### config.mk
export PLATFORM = sky130hd
export DESIGN_NAME = prescaled_timer
export DESIGN_NICKNAME = d
export VERILOG_FILES = /design/src/rtl/prescaled_timer.sv
export SDC_FILE = /design/constraint.sdc
export NUM_CORES = 1
export LEC_CHECK = 0
export BUFFER_PORTS_ARGS = -buffer_cell sky130_fd_sc_hd__buf_2
export CAP_MARGIN = 25
export CORE_ASPECT_RATIO = 1.4
export CORE_MARGIN = 1.5
export CORE_UTILIZATION = 45
export CTS_BUF_LIST = sky130_fd_sc_hd__clkbuf_16
export DETAILED_ROUTE_END_ITERATION = 10
export PLACE_DENSITY = 0.66
export SLEW_MARGIN = 20
export SYNTH_ARGS = -nofsm -noshare
export SYNTH_HDL_FRONTEND = slang
export SYNTH_SLANG_ARGS = --single-unit
### constraint.sdc
create_clock -name clk -period 1.9 [get_ports clk]
set_clock_uncertainty 0.15 [all_clocks]
set_input_delay 0.38 -clock clk [delete_from_list [all_inputs] [get_ports clk]]
set_output_delay 0.38 -clock clk [all_outputs]
set_load 0.02 [all_outputs]
### src/rtl/prescaled_timer.sv
module prescaled_timer #(
  parameter int CNT_W    = 16,
  parameter int RTI_LOG2 = 13
) (
  input  logic             clk,
  input  logic             rst_n,
  input  logic [1:0]       addr,
  input  logic             wr_en,
  input  logic [CNT_W-1:0] wdata,
  output logic [CNT_W-1:0] rdata,
  output logic             irq_ovf,
  output logic             irq_tick
);
  localparam int RTI_W = RTI_LOG2 + 3;
  localparam logic [1:0] A_COUNT = 2'd0;
  localparam logic [1:0] A_CTRL  = 2'd1;
  localparam logic [1:0] A_FLAGS = 2'd2;

  logic [CNT_W-1:0] cnt;
  logic [3:0]       pre_cnt, pre_lim, sel_lim;
  logic [RTI_W-1:0] rti_cnt, rti_mask;
  logic [1:0]       pre_sel, rate_sel;
  logic             ovf_ie, tick_ie, ovf_flag, tick_flag;
  logic             tick_en, ovf_set, rti_set;
  logic             wr_ctrl, clr_ovf, clr_tick;
  logic             unused_wdata;

  always_comb begin
    case (pre_sel)
      2'd0:    sel_lim = 4'd0;
      2'd1:    sel_lim = 4'd3;
      2'd2:    sel_lim = 4'd7;
      default: sel_lim = 4'd15;
    endcase
  end

  assign tick_en  = (pre_cnt == pre_lim);
  assign ovf_set  = tick_en && (&cnt);
  assign rti_mask = {RTI_W{1'b1}} >> (2'd3 - rate_sel);
  assign rti_set  = &(rti_cnt | ~rti_mask);

  assign wr_ctrl  = wr_en && (addr == A_CTRL);
  assign clr_ovf  = wr_en && (addr == A_FLAGS) && wdata[0];
  assign clr_tick = wr_en && (addr == A_FLAGS) && wdata[1];
  assign unused_wdata = ^wdata[CNT_W-1:6];

  always_ff @(posedge clk) begin
    if (!rst_n) begin
      cnt       <= '0;
      pre_cnt   <= '0;
      pre_lim   <= '0;
      rti_cnt   <= '0;
      pre_sel   <= '0;
      rate_sel  <= '0;
      ovf_ie    <= 1'b0;
      tick_ie   <= 1'b0;
      ovf_flag  <= 1'b0;
      tick_flag <= 1'b0;
    end else begin
      rti_cnt <= rti_cnt + 1'b1;
      if (tick_en) begin
        cnt     <= cnt + 1'b1;
        pre_cnt <= '0;
        pre_lim <= sel_lim;
      end else begin
        pre_cnt <= pre_cnt + 1'b1;
      end
      if (wr_ctrl)
        {tick_ie, ovf_ie, rate_sel, pre_sel} <= wdata[5:0];
      ovf_flag  <= ovf_set | (ovf_flag & ~clr_ovf);
      tick_flag <= rti_set | (tick_flag & ~clr_tick);
    end
  end

  always_comb begin
    case (addr)
      A_COUNT: rdata = cnt;
      A_CTRL:  rdata = CNT_W'({tick_ie, ovf_ie, rate_sel, pre_sel});
      A_FLAGS: rdata = CNT_W'({tick_flag, ovf_flag});
      default: rdata = '0;
    endcase
  end

  assign irq_ovf  = ovf_flag & ovf_ie;
  assign irq_tick = tick_flag & tick_ie;
endmodule

After elaboration in Yosys (flattened, before gate mapping)

Cells that the tools add are included.

Register bits after elaboration: 48
Logic and storage cells: 43
Output and inout port bits: 18
Input port bits: 21

Shift-type cells: 1
Eq/ne operators: 5
Bitwise gates (word level): 11
$add $sub $neg: 4
Mux-type cells: 2
Reductions and logical operators: 10

Operators with widths:

| operator                                                            | count |
|---|---|
| 16-bit one-hot mux with 3 select lines                              | 1 |
| 16-bit by 1-bit adder with 16-bit output, second input constant     | 2 |
| 16-bit AND reduction                                                | 2 |
| 16-bit inverter                                                     | 1 |
| 16-bit bitwise OR                                                   | 1 |
| 16-bit by 2-bit >> shifter with 16-bit output, first input constant | 1 |
| 4-bit one-hot mux with 3 select lines                               | 1 |
| 1-bit logical AND                                                   | 5 |
| 4-bit by 1-bit adder with 4-bit output, second input constant       | 1 |
| 1-bit AND                                                           | 4 |
| 2-bit by 1-bit == test with 1-bit output, second input constant     | 2 |
| 2-bit == test, second input constant                                | 2 |
| 4-bit == test                                                       | 1 |
| 2-bit zero test                                                     | 2 |
| 1-bit inverter                                                      | 3 |
| 1-bit bitwise OR                                                    | 2 |
| 2-bit OR reduction                                                  | 1 |
| 2-bit subtractor, first input constant                              | 1 |

Logic depth before layout (Yosys ltp)

Gate-level depths: netlist of the first run.

Word-level depth: 6
Gate-level depth with buffers: 6
Gate-level depth less buffers: 5

Worst setup path after synthesis of the first run

No wires, ideal clock.

Path type: input port to output port
Start point: input addr[0]
End point: output rdata[0]
Arrival: 1399 ps
Slack: -29 ps
Path buffers: 2
Data required time: 1370 ps
Stages on the path: 5
Cells stage by stage: clkbuf_1 -> nor2b_1 -> clkbuf_1 -> nand2_1 -> o21ai_0

Cells in the longest elaborated chain, start to end: 2
Elaborated cells on any way between the ends: 4
Those cells by class: 2 x eq/ne; 1 x mux; 1 x reduce/logical

Ends and longest elaborated chain:

| what                                       | RTL line | source |
|---|---|---|
| from (decl)                                | 7        | `input logic [1:0] addr,` |
| 2-bit == test (tied with other cells)      | 76       | `case (addr)` |
| 16-bit one-hot mux with 3 select lines (*) | 76       |  |
| to (decl)                                  | 10       | `output logic [CNT_W-1:0] rdata,` |

Every way passes the cells marked *; elsewhere a longest branch is shown, timed or not.

Worst setup path in the final report of the first run

Start point: register cnt[4]
End point: register cnt[14]

Cells in the longest elaborated chain, start to end: 1

Ends and longest elaborated chain:

| what                                     | RTL line | source |
|---|---|---|
| from (decl)                              | 19       | `logic [CNT_W-1:0] cnt;` |
| from (signal assigned)                   | 62       | `cnt <= cnt + 1'b1;` |
| 16-bit by 1-bit adder with 16-bit output | 62       |  |

Every way passes these cells.
A chain may end at the register's enable or synchronous reset.

==> results.txt, run 1 <==
----------------------------------------------------
[Clocking]
  Clock tree from TritonCTS ... yes
  Root buffer cell ... sky130_fd_sc_hd__clkbuf_16
  Deepest level of the CTS H-tree ... 2
  Maximum buffer depth of the clock tree ... 2
  TritonCTS sink count ... 47
  Cts bufs inserted ... 5
  Insertion delay to the later sink of the worst-skew pair ... 0.28 ns
  Clock slew at reported path FFs ... 0.07 ns

[Routing]
  Drt drc ... 0
  Number of iterations in the first detailed-routing pass ... 4
  Vias per cell ... 5.245
  Detailed Route Iter0 Violations ... between 100 and 150
  Routed length per placed instance ... 13.05 um
  Antenna viol nets, final ... 0
  DRT Wirelength ... approximately 5 mm
  Via count of the routed design ... ~2.0k

[GRT]
  Initial antenna violation count ... 0
  Most used routing layer ... met2
  M3 GR Usage ... 4.398%
  Wire length of the first global-routing pass ... 8.438 mm
  Global-route met2 utilization ... 35.01%
  Global router's overall resource usage ... about a fifth
  GRT met1 Usage ... 22.12%
  Congestion Overflow GR ... 0
  Largest net degree at the start of global routing ... 22
  Via count of the first global-routing pass ... 1897

[Yosys]
  Syn_area_per_cell ... 8.357 um2
  Syn nets ... ~300
  Distinct cells, synth ... 39
  Synthesized area ... 2265 um2
  Proportion of synthesized chip area in sequential cells ... 41.55%
  Number of instances in the synthesized netlist ... 271
  Synth warnings ... 0
  Post-synthesis sequential element count ... 47

[Hold path]
  Type of the tightest min-delay check ... input pin to register
  Terminating pin of the worst hold path ... rate_sel[0]$_SDFFE_PN0P_
  Hold path cells ... 3
  Worst Min Path Start ... wdata[2]

[Status]
  Run status ... finished clean

[Timing]
  Worst Tran Pin Value ... 0.4276 ns
  Fin Hold WS ... between 0.15 and 0.2 ns
  Number of hold violations in the final report ... 0
  Unrepaired setup endpoints after global routing ... false
  Setup TNS ... 0 ns
  Worst slew slack as a fraction of its limit ... between 70 and 80%
  Share of the clock period used by the worst path ... 93.61%
  Time the final worst path needs with I/O delays and setup ... 1.779 ns
  Pins over their slew limit ... 0
  Final Setup Violations ... 0
  Achievable Freq ... 0.5622 GHz

[Floorplan]
  Total I/O pin count ... 39
  Placement row count ... 30
  Effective utilization at floorplan ... 46.77%
  Overall die height ... 86.94 um
  Die Footprint ... between 5000 and 6000 um2
  Core footprint ... just under 5000 um2
  Width of the die ... 62.96 um

[Placement]
  Instance area at placement ... about 2500 um2
  Half-perimeter wire length after detailed placement ... roughly 3.6 mm
  Weighted congestion reported at the end of routability-driven placement ... 0.7619
  Count of input and output buffers ... 28

[Finish]
  Most common cell after layout, fill and taps aside ... sky130_fd_sc_hd__dfxtp_1
  Commonest cells after routing, fill and taps aside ... sky130_fd_sc_hd__dfxtp_1, sky130_fd_sc_hd__nand2_1, sky130_fd_sc_hd__nor2_1, sky130_fd_sc_hd__buf_2, sky130_fd_sc_hd__nand3_1
  Count of nets after finishing ... between 300 and 400
  Fraction of final layout cells sized beyond drive strength 1 ... 18.83%
  Layout Area Growth over Synthesis ... 20.39%
  Finished layout cell area ... 2726 um2
  Filler cell count ... 458
  Antenna diode count ... 0

[Setup path]
  Worst reg-to-reg path cell count ... 4
  Data required time of the critical path ... 1.97 ns
  Worst reg2reg setup slack ... 0.12 ns
  Setup Crit Path Kind ... register to register
  Startpoint of the lowest-slack register-to-register path ... cnt[4]$_SDFFE_PN0P_
  Capturing element type of the critical path ... register
  Signal arrival time at the worst endpoint ... approximately 1.9 ns
  Peak fanout along the critical path ... 6
  Element type at the critical path start ... register
  Terminus of the critical flop-to-flop path ... cnt[14]$_SDFFE_PN0P_

[Power]
  Share of total power consumed by net switching ... 25.33%
  Maximum vdd ir drop ... 0.0004870 V
  Clock network fraction of design power ... 41.5%
  Internal power summed over all cells ... 2002 uW
  Power density normalized to cell area ... ~980 nW/um2
  Proportion of power drawn by flip-flops and latches ... about two fifths
  Overall Power ... around 2700 uW
  Combinational cell fraction of total power ... between 15 and 20%
  Net switching power of the design ... slightly below 700 uW
  P_leak ... 0.001112 uW

[Flow run]
  Number of max-cap violations ... 0

----------------------------------------------------
timing repair:
item                       CTS  global route
hold buffers                 0             0
resized for setup            0             2
setup endpoints to repair    0             1
buffers inserted             0             0
sequential cells by signal, indices dropped and copies added (netlist names):
signal	count
ovf_ie	1
pre_lim	3
pre_sel	2
tick_flag	1
rate_sel	2
tick_ie	1
cnt	16
pre_cnt	4
ovf_flag	1
rti_cnt	16
critical path, cell delays in order, from the launching register on:
cell                      delay [ns]
sky130_fd_sc_hd__dfxtp_1        0.42
sky130_fd_sc_hd__nand4_2        0.15
sky130_fd_sc_hd__or2_0          0.33
sky130_fd_sc_hd__or4_1          0.49
sky130_fd_sc_hd__a21oi_1        0.16
final cells by class:
type	count	area (um2)	area share, %
timing repair buffer	43	252.7	9.270
inverter	6	22.52	0.8261
tap	64	80.08	2.937
multi-input combinational	204	1240	45.48
sequential	47	942.2	34.56
clock inverter	3	63.81	2.341
clock buffer	5	125.1	4.589
power groups by stage:
stage | logic (uW) | registers [uW] | clock network [uW]
after detailed placement | 457 | 1120 | 0
after global routing | 520 | 1110 | 1180
after floorplan | 311 | 1110 | 0
after global placement | 448 | 1120 | 0
after CTS | 460 | 1100 | 1140
final | 466 | 1100 | 1110
synthesized netlist by cell type (all sizes together):
cell,instances,area [um2]
dfxtp,47,940.9
nand2,28,105.1
nor2,28,105.1
nand3,22,110.1
a21oi,15,75.07
mux2i,15,150.1
and2,14,87.58
xnor2,13,113.9
clkbuf,10,38.78
nand2b,9,56.30
o21ai,9,45.04
nand4,8,56.30
inv,6,22.52
nor3,6,30.03
nor4,5,31.28
or3,5,31.28
buf,4,27.52
xor2,4,35.03
and4,3,30.03
ha,3,37.54
o31ai,3,22.52
and3,2,13.77
or4,2,15.01
a211oi,1,7.510
a221o,1,10.01
and3b,1,8.760
nand4b,1,8.760
nor2b,1,6.260
o2111ai,1,8.760
o211a,1,10.01
o21a,1,7.510
o31a,1,10.01
or2,1,6.260
routing by layer:
layer,up-vias,routed length [um]
met1,902,2167
met2,31,2446
li1,1012,-
met4,0,57
met5,-,0
met3,6,185
worst max-delay path by stage:
stage               cells after the start                   end  slack (ns)                  start
floorplan                               5              rdata[0]        0.11                addr[0]
global placement                        5  cnt[14]$_SDFFE_PN0P_        0.16  pre_cnt[1]$_SDFF_PP0_
detailed placement                      5  cnt[14]$_SDFFE_PN0P_        0.13  pre_cnt[1]$_SDFF_PP0_
CTS                                     5  cnt[14]$_SDFFE_PN0P_        0.11  pre_cnt[1]$_SDFF_PP0_
global route                            4  cnt[14]$_SDFFE_PN0P_       0.002    cnt[4]$_SDFFE_PN0P_
finish                                  4  cnt[14]$_SDFFE_PN0P_        0.12    cnt[4]$_SDFFE_PN0P_
cell families (layout without fill, tap and decap cells):
| kind of cell | after synthesis | in the layout | share of synthesized area, % |
|---|---|---|---|
| AND/OR/NAND/NOR | 136 | 136 | 30.99 |
| AO/OA/AOI/OAI | 33 | 33 | 8.674 |
| adder cells (fa/ha/maj) | 3 | 3 | 1.658 |
| buffers and inverters | 20 | 57 | 3.922 |
| multiplexers | 15 | 15 | 6.630 |
| flip-flops | 47 | 47 | 41.55 |
| XOR/XNOR | 17 | 17 | 6.574 |
through the flow:
stage	setup WS, ns	util [%]	instances
floorplan	0.1076	-	271
global placement	0.1619	52.27	364
detailed placement	0.1296	52.27	364
CTS	0.1072	56.18	372
global route	0.001790	56.30	372
finish	0.1214	56.30	372
Power figures use the tool's default switching activity.
==> run 2: changes to the inputs <==
--- a/config.mk
+++ b/config.mk
@@ -5,6 +5,7 @@
 export SDC_FILE = /design/constraint.sdc
 export NUM_CORES = 1
 export LEC_CHECK = 0
+export ABC_AREA = 1
 export BUFFER_PORTS_ARGS = -buffer_cell sky130_fd_sc_hd__buf_2
 export CAP_MARGIN = 25
 export CORE_ASPECT_RATIO = 1.4
@@ -13,6 +14,7 @@
 export CTS_BUF_LIST = sky130_fd_sc_hd__clkbuf_16
 export DETAILED_ROUTE_END_ITERATION = 10
 export PLACE_DENSITY = 0.66
+export REMOVE_ABC_BUFFERS = 1
 export SLEW_MARGIN = 20
 export SYNTH_ARGS = -nofsm -noshare
 export SYNTH_HDL_FRONTEND = slang
==> results.txt, run 2 <==
----------------------------------------------------
[Status]
  Run status ... finished clean

[Routing]
  Number of iterations in the first detailed-routing pass ... 4
  Via count of the routed design ... 2290
  Drt drc ... 0
  Vias per cell ... a little under 5
  DRT Wirelength ... 5.309 mm
  Detailed Route Iter0 Violations ... between 100 and 150
  Antenna viol nets, final ... 0
  Routed length per placed instance ... 11.39 um

[Timing]
  Unrepaired setup endpoints after global routing ... false
  Achievable Freq ... 0.5469 GHz
  Time the final worst path needs with I/O delays and setup ... between 1.5 and 2 ns
  Pins over their slew limit ... 0
  Setup TNS ... 0 ns
  Final Setup Violations ... 0
  Share of the clock period used by the worst path ... 96.24%
  Fin Hold WS ... 0.2254 ns
  Worst Tran Pin Value ... 0.4716 ns
  Worst slew slack as a fraction of its limit ... a little under 70%
  Number of hold violations in the final report ... 0
  Final Worst Setup Slack ... 0.07147 ns

[Yosys]
  Post-synthesis adder-cell area fraction ... 1.535%
  Proportion of synthesized chip area in sequential cells ... 38.49%
  Distinct cells, synth ... 33
  Combinational family with the most area after synthesis ... simple AND/OR/NAND/NOR gates
  Number of instances in the synthesized netlist ... 367
  Synth top area cells ... sky130_fd_sc_hd__dfxtp_1, sky130_fd_sc_hd__nand2_1, sky130_fd_sc_hd__inv_1
  Simple-gate portion of the synthesized area ... 33.37%
  Flip-flop cell with the highest count after synthesis ... sky130_fd_sc_hd__dfxtp_1
  Syn_area_per_cell ... 6.662 um2
  Post-synthesis sequential element count ... 47
  Synthesized area ... 2445 um2
  XOR/XNOR Fraction of Synth Area ... under 10%
  Post-synthesis async set-or-reset flop share ... 0%
  Portion of synthesized cell area occupied by the leading cell type ... 38.49%
  Synth warnings ... 0
  Leading cell type by number of instances after synthesis ... sky130_fd_sc_hd__nand2_1
  Multiplexer share of the synthesized area ... 0%
  Most frequent cells after synthesis ... sky130_fd_sc_hd__nand2_1, sky130_fd_sc_hd__inv_1, sky130_fd_sc_hd__nor2_1
  Post-synthesis compound-gate area fraction ... about 14%
  Post-synth top area cell ... sky130_fd_sc_hd__dfxtp_1
  EDFF count, synth ... 0

[Setup path]
  Element type at the critical path start ... input pin
  Setup Crit Path Kind ... input pin to primary output
  Signal arrival time at the worst endpoint ... 1.30 ns
  Peak fanout along the critical path ... 10
  Capturing element type of the critical path ... primary output
  Data required time of the critical path ... about 1.4 ns

[Clocking]
  Count of hold buffers inserted by post-cts repair ... 0
  Clock slew at reported path FFs ... 0.06 ns
  Resize count post-CTS ... 0
  TritonCTS sink count ... 47
  Insertion delay to the later sink of the worst-skew pair ... 0.28 ns
  Deepest level of the CTS H-tree ... 2
  Number of buffers added for setup after CTS ... 0
  Cts bufs inserted ... 5
  Clock tree from TritonCTS ... yes
  Root buffer cell ... sky130_fd_sc_hd__clkbuf_16
  Maximum buffer depth of the clock tree ... 2

[Placement]
  Count of input and output buffers ... 28
  Half-perimeter wire length after detailed placement ... 4.021 mm
  Post-place setup slack ... 0.07369 ns
  Weighted congestion reported at the end of routability-driven placement ... 0.8237

[Finish]
  Filler cell count ... 543
  Largest regs ... cnt: 16 flops, rti_cnt: 16 flops, pre_cnt: 4 flops
  Antenna diode count ... 0
  Commonest cells after routing, fill and taps aside ... sky130_fd_sc_hd__nand2_1, sky130_fd_sc_hd__inv_1, sky130_fd_sc_hd__nor2_1
  Layout Area Growth over Synthesis ... 14.59%
  Most common cell after layout, fill and taps aside ... sky130_fd_sc_hd__nand2_1
  Footprint of the multi-input gates ... 1227 um2
  Count of nets after finishing ... 423
  Flip-flop and latch area ... 940.9 um2
  Fraction of final layout cells sized beyond drive strength 1 ... 15.50%

[Floorplan]
  Core footprint ... 5197 um2
  Die Footprint ... 5891 um2
  Total I/O pin count ... 39
  Effective utilization at floorplan ... 47.04%
  Placement row count ... 31
  Overall die height ... approximately 90 um
  Width of the die ... roughly 65 um

[GRT]
  Wire length of the first global-routing pass ... ~9.1 mm
  Congestion Overflow GR ... 0
  Via count of the first global-routing pass ... around 2.1k
  Global router's overall resource usage ... 19.42%
  Initial antenna violation count ... 0
  Largest net degree at the start of global routing ... 21

[Flow run]
  Number of max-cap violations ... 0

[Power]
  Proportion of power drawn by flip-flops and latches ... a little under 50%
  Maximum vdd ir drop ... just over 0.0005 V
  Share of total power consumed by net switching ... 26.90%
  Clock network fraction of design power ... 37.4%
  Internal power summed over all cells ... 1616 uW
  P_leak ... 0.001172 uW
  Combinational cell fraction of total power ... 14.0%
  Net switching power of the design ... 594.8 uW
  Power density normalized to cell area ... 789.1 nW/um2

[Hold path]
  Type of the tightest min-delay check ... input pin to register

----------------------------------------------------
## run 2: cell count changes in the layout (fill, tap and decap cells not counted), sizes merged, moves of 9 or more
cell,before,now
a21oi,15,25
and2,14,0
buf,43,33
inv,7,64
mux2i,15,0
nand2,28,78
nand2b,9,0
nor2,28,64
o21ai,9,25
xnor2,13,3
## run 2: worst paths after layout
kind	endpoint	slack [ns]	cells past startpoint	start
hold / removal	rate_sel[0]$_SDFFE_PN0P_	0.23	3	wdata[2]
setup / recovery	rdata[10]	0.07	5	addr[0]
hold reg to reg	rti_cnt[0]$_SDFF_PN0_	0.31	1	rti_cnt[0]$_SDFF_PN0_
setup reg to reg	cnt[8]$_SDFFE_PN0P_	0.22	7	pre_cnt[0]$_SDFF_PP0_
## run 2: per-layer routing
layer	GRT usage, %	share of wire (%)	vias up
met2	35.12	54	39
met1	22.29	43	1027
met4	6.597	0.73	0
li1	-	-	1222
met3	3.504	2.6	2
met5	0	0	-
## run 2: area by class of cell
| cell class | instances | share of cell area, % |
|---|---|---|
| inverter | 63 | 8.441 |
| sequential | 47 | 33.59 |
| clock buffer | 5 | 4.466 |
| multi-input combinational | 249 | 43.81 |
| clock inverter | 3 | 0.4020 |
| timing repair buffer | 33 | 6.342 |
| tap | 66 | 2.948 |
## run 2: power groups by stage
stage | combinational [uW] | clock, uW | sequential (uW)
floorplan | 206 | 0 | 1090
global placement | 310 | 0 | 1090
detailed placement | 313 | 0 | 1100
CTS | 313 | 848 | 1070
global route | 351 | 895 | 1080
finish | 310 | 826 | 1070
## run 2: critical path: stages
cell and delay (ns):
sky130_fd_sc_hd__buf_2 0.10, sky130_fd_sc_hd__or2_2 0.36, sky130_fd_sc_hd__buf_4 0.20, sky130_fd_sc_hd__nor2_1 0.08
sky130_fd_sc_hd__buf_2 0.17
## run 2: cells by family (layout without fill, tap and decap cells)
family	count (synthesis)	in the layout
and+or+nand+nor	181	181
DFF	47	47
buffers and inverters	71	104
adders and majority gates	3	3
xor gates and xnor gates	5	5
AOI/OAI and AO/OA	60	60
## run 2: stage by stage
step | cells | cell area, um2 | total power [uW] | utilization (%)
CTS | 466 | 2801 | 2236 | 53.90
finish | 466 | 2801 | 2211 | 53.90
global placement | 458 | 2665 | 1404 | 51.28
global route | 466 | 2801 | 2327 | 53.90
floorplan | 359 | 2405 | 1293 | -
detailed placement | 458 | 2665 | 1408 | 51.28
==> run 3: changes to the inputs <==
==> constraint.sdc (replaced) <==
create_clock -name clk -period 1.9 [get_ports clk]
set_clock_uncertainty 0.15 [all_clocks]
set_input_delay 0.19 -clock clk [delete_from_list [all_inputs] [get_ports clk]]
set_output_delay 0.19 -clock clk [all_outputs]
set_load 0.02 [all_outputs]
==> results.txt, run 3 (synthesis gave the netlist of run 2 again) <==
----------------------------------------------------
[Status]
  Run status ... finished clean

[Clocking]
  Cts bufs inserted ... 5
  Clock slew at reported path FFs ... 0.07 ns
  TritonCTS sink count ... 47
  Count of hold buffers inserted by post-cts repair ... 0
  Deepest level of the CTS H-tree ... 2
  Number of buffers added for setup after CTS ... 0
  Resize count post-CTS ... 0
  Root buffer cell ... sky130_fd_sc_hd__clkbuf_16
  Clock tree from TritonCTS ... yes
  Maximum buffer depth of the clock tree ... 2
  Insertion delay to the later sink of the worst-skew pair ... 0.28 ns

[Finish]
  Filler cell count ... 549
  Final Instance Count excl. Fillers ... 464
  Final core utilization ... a little over half
  Fraction of final layout cells sized beyond drive strength 1 ... 15.33%
  Most common cell after layout, fill and taps aside ... sky130_fd_sc_hd__nand2_1
  Finished layout cell area ... around 2800 um2
  Layout Area Growth over Synthesis ... 14.02%
  Count of nets after finishing ... 421
  Antenna diode count ... 0
  Commonest cells after routing, fill and taps aside ... sky130_fd_sc_hd__nand2_1, sky130_fd_sc_hd__inv_1, sky130_fd_sc_hd__nor2_1
  Largest regs ... cnt: 16 flops, rti_cnt: 16 flops, pre_cnt: 4 flops

[Placement]
  Count of input and output buffers ... 28
  Half-perimeter wire length after detailed placement ... between 3 and 4 mm
  Instance area at placement ... about 2700 um2
  Placed Cells ... 456
  Weighted congestion reported at the end of routability-driven placement ... 0.8081

[Floorplan]
  Total I/O pin count ... 39
  Placement row count ... 31
  Die Footprint ... 5891 um2
  Effective utilization at floorplan ... 47.04%
  Width of the die ... 65.30 um
  Overall die height ... 90.22 um
  Core footprint ... 5197 um2

[Setup path]
  Worst path cell trace ... nand2_1 > nand2_1 > nand2_1 > nor2_2 > nand2_1 > o21ai_0 > nor2_1
  Setup Crit Path Kind ... register to register
  Worst reg2reg setup slack ... 0.23 ns
  Signal arrival time at the worst endpoint ... around 1.7 ns
  Element type at the critical path start ... register
  Startpoint of the lowest-slack register-to-register path ... pre_cnt[0]$_SDFF_PP0_
  Worst reg-to-reg path cell count ... 7
  Terminus of the critical flop-to-flop path ... cnt[8]$_SDFFE_PN0P_
  Peak fanout along the critical path ... 10
  Slowest cell on the critical path ... sky130_fd_sc_hd__dfxtp_1
  Max stage delay on crit path ... 0.39 ns
  Most frequent CP cell ... sky130_fd_sc_hd__nand2_1
  Data required time of the critical path ... around 1.9 ns
  Capturing element type of the critical path ... register

[Flow run]
  Number of max-cap violations ... 0

[GRT]
  Wire length of the first global-routing pass ... 9.101 mm
  Largest net degree at the start of global routing ... 21
  Global router's overall resource usage ... between 10% and 20%
  Via count of the first global-routing pass ... 2188
  Congestion Overflow GR ... 0
  Initial antenna violation count ... 0

[Hold path]
  Terminating pin of the worst hold path ... rate_sel[1]$_SDFFE_PN0P_
  Worst Min Path Start ... wdata[3]
  Type of the tightest min-delay check ... input pin to register
  Hold path cells ... 3

[Power]
  Overall Power ... 2205 uW
  Power density normalized to cell area ... 791.0 nW/um2
  Maximum vdd ir drop ... 0.0006843 V
  P_leak ... roughly 0.0012 uW

[Timing]
  Time the final worst path needs with I/O delays and setup ... between 1.5 and 2 ns
  Worst Tran Pin Value ... 0.4660 ns
  Achievable Freq ... 0.5978 GHz
  Final Setup Violations ... 0
  Pins over their slew limit ... 0
  Unrepaired setup endpoints after global routing ... false
  Worst slew slack as a fraction of its limit ... 68.90%
  Share of the clock period used by the worst path ... between 80% and 90%
  Number of hold violations in the final report ... 0
  Setup TNS ... 0 ns

[Routing]
  Via count of the routed design ... 2319
  Routed length per placed instance ... 11.41 um
  Antenna viol nets, final ... 0
  DRT Wirelength ... 5.294 mm
  Detailed Route Iter0 Violations ... between 100 and 150
  Drt drc ... 0
  Vias per cell ... ~5.0
  Number of iterations in the first detailed-routing pass ... 5

----------------------------------------------------
==> run 3: cell count changes in the layout (fill, tap and decap cells not counted) <==
cell	before	now
sky130_fd_sc_hd__clkinv_2	0	1
sky130_fd_sc_hd__inv_1	60	61
sky130_fd_sc_hd__buf_4	5	3
sky130_fd_sc_hd__clkinv_1	2	0
==> run 3: how the worst max path moves through the flow <==
stage	start	end	slack, ns
final	pre_cnt[0]$_SDFF_PP0_	cnt[8]$_SDFFE_PN0P_	0.23
after global routing	pre_cnt[0]$_SDFF_PP0_	cnt[4]$_SDFFE_PN0P_	0.03
after CTS	pre_cnt[0]$_SDFF_PP0_	cnt[4]$_SDFFE_PN0P_	0.22
after detailed placement	pre_cnt[0]$_SDFF_PP0_	cnt[8]$_SDFFE_PN0P_	0.23
after global placement	pre_cnt[0]$_SDFF_PP0_	cnt[8]$_SDFFE_PN0P_	0.27
after floorplan	pre_cnt[0]$_SDFF_PP0_	cnt[4]$_SDFFE_PN0P_	0.47
==> run 3: final cells by class <==
type / count / area, um2 / share of cell area [%]
multi-input combinational: 249 / 1227 / 44.03
sequential: 47 / 940.9 / 33.75
clock buffer: 5 / 125.1 / 4.488
inverter: 63 / 236.5 / 8.483
tap: 66 / 82.58 / 2.962
clock inverter: 3 / 12.51 / 0.4488
timing repair buffer: 31 / 162.7 / 5.835
==> run 3: metrics by stage <==
stage | hold slack, ns | setup slack, ns
after CTS | 0.03555 | 0.2219
after global placement | 0.2900 | 0.2678
after global routing | 0.05186 | 0.03267
after detailed placement | 0.3020 | 0.2291
final | 0.03809 | 0.2272
after floorplan | 0.1335 | 0.4677
==> run 3: power breakdown <==
| part | total (uW) | switching [uW] | leakage, uW | internal [uW] |
|---|---|---|---|---|
| registers | 1070 | 41.5 | 0.000381 | 1030 |
| logic | 308 | 201 | 0.000712 | 107 |
| clock network | 823 | 347 | 0.0000762 | 475 |
==> run 3: critical path, delay by kind of cell, from the launching register on <==
kind / cells / cell delay, ns
AO/OA/AOI/OAI: 1 / 0.19
flip-flops: 1 / 0.39
AND/OR/NAND/NOR: 6 / 0.84
==> run 3: metal layers <==
metal	part of all wire, %	global-route usage, %
met1	43	21.15
met4	1.1	5.208
met2	53	36.48
met5	0	0
met3	2.7	3.755
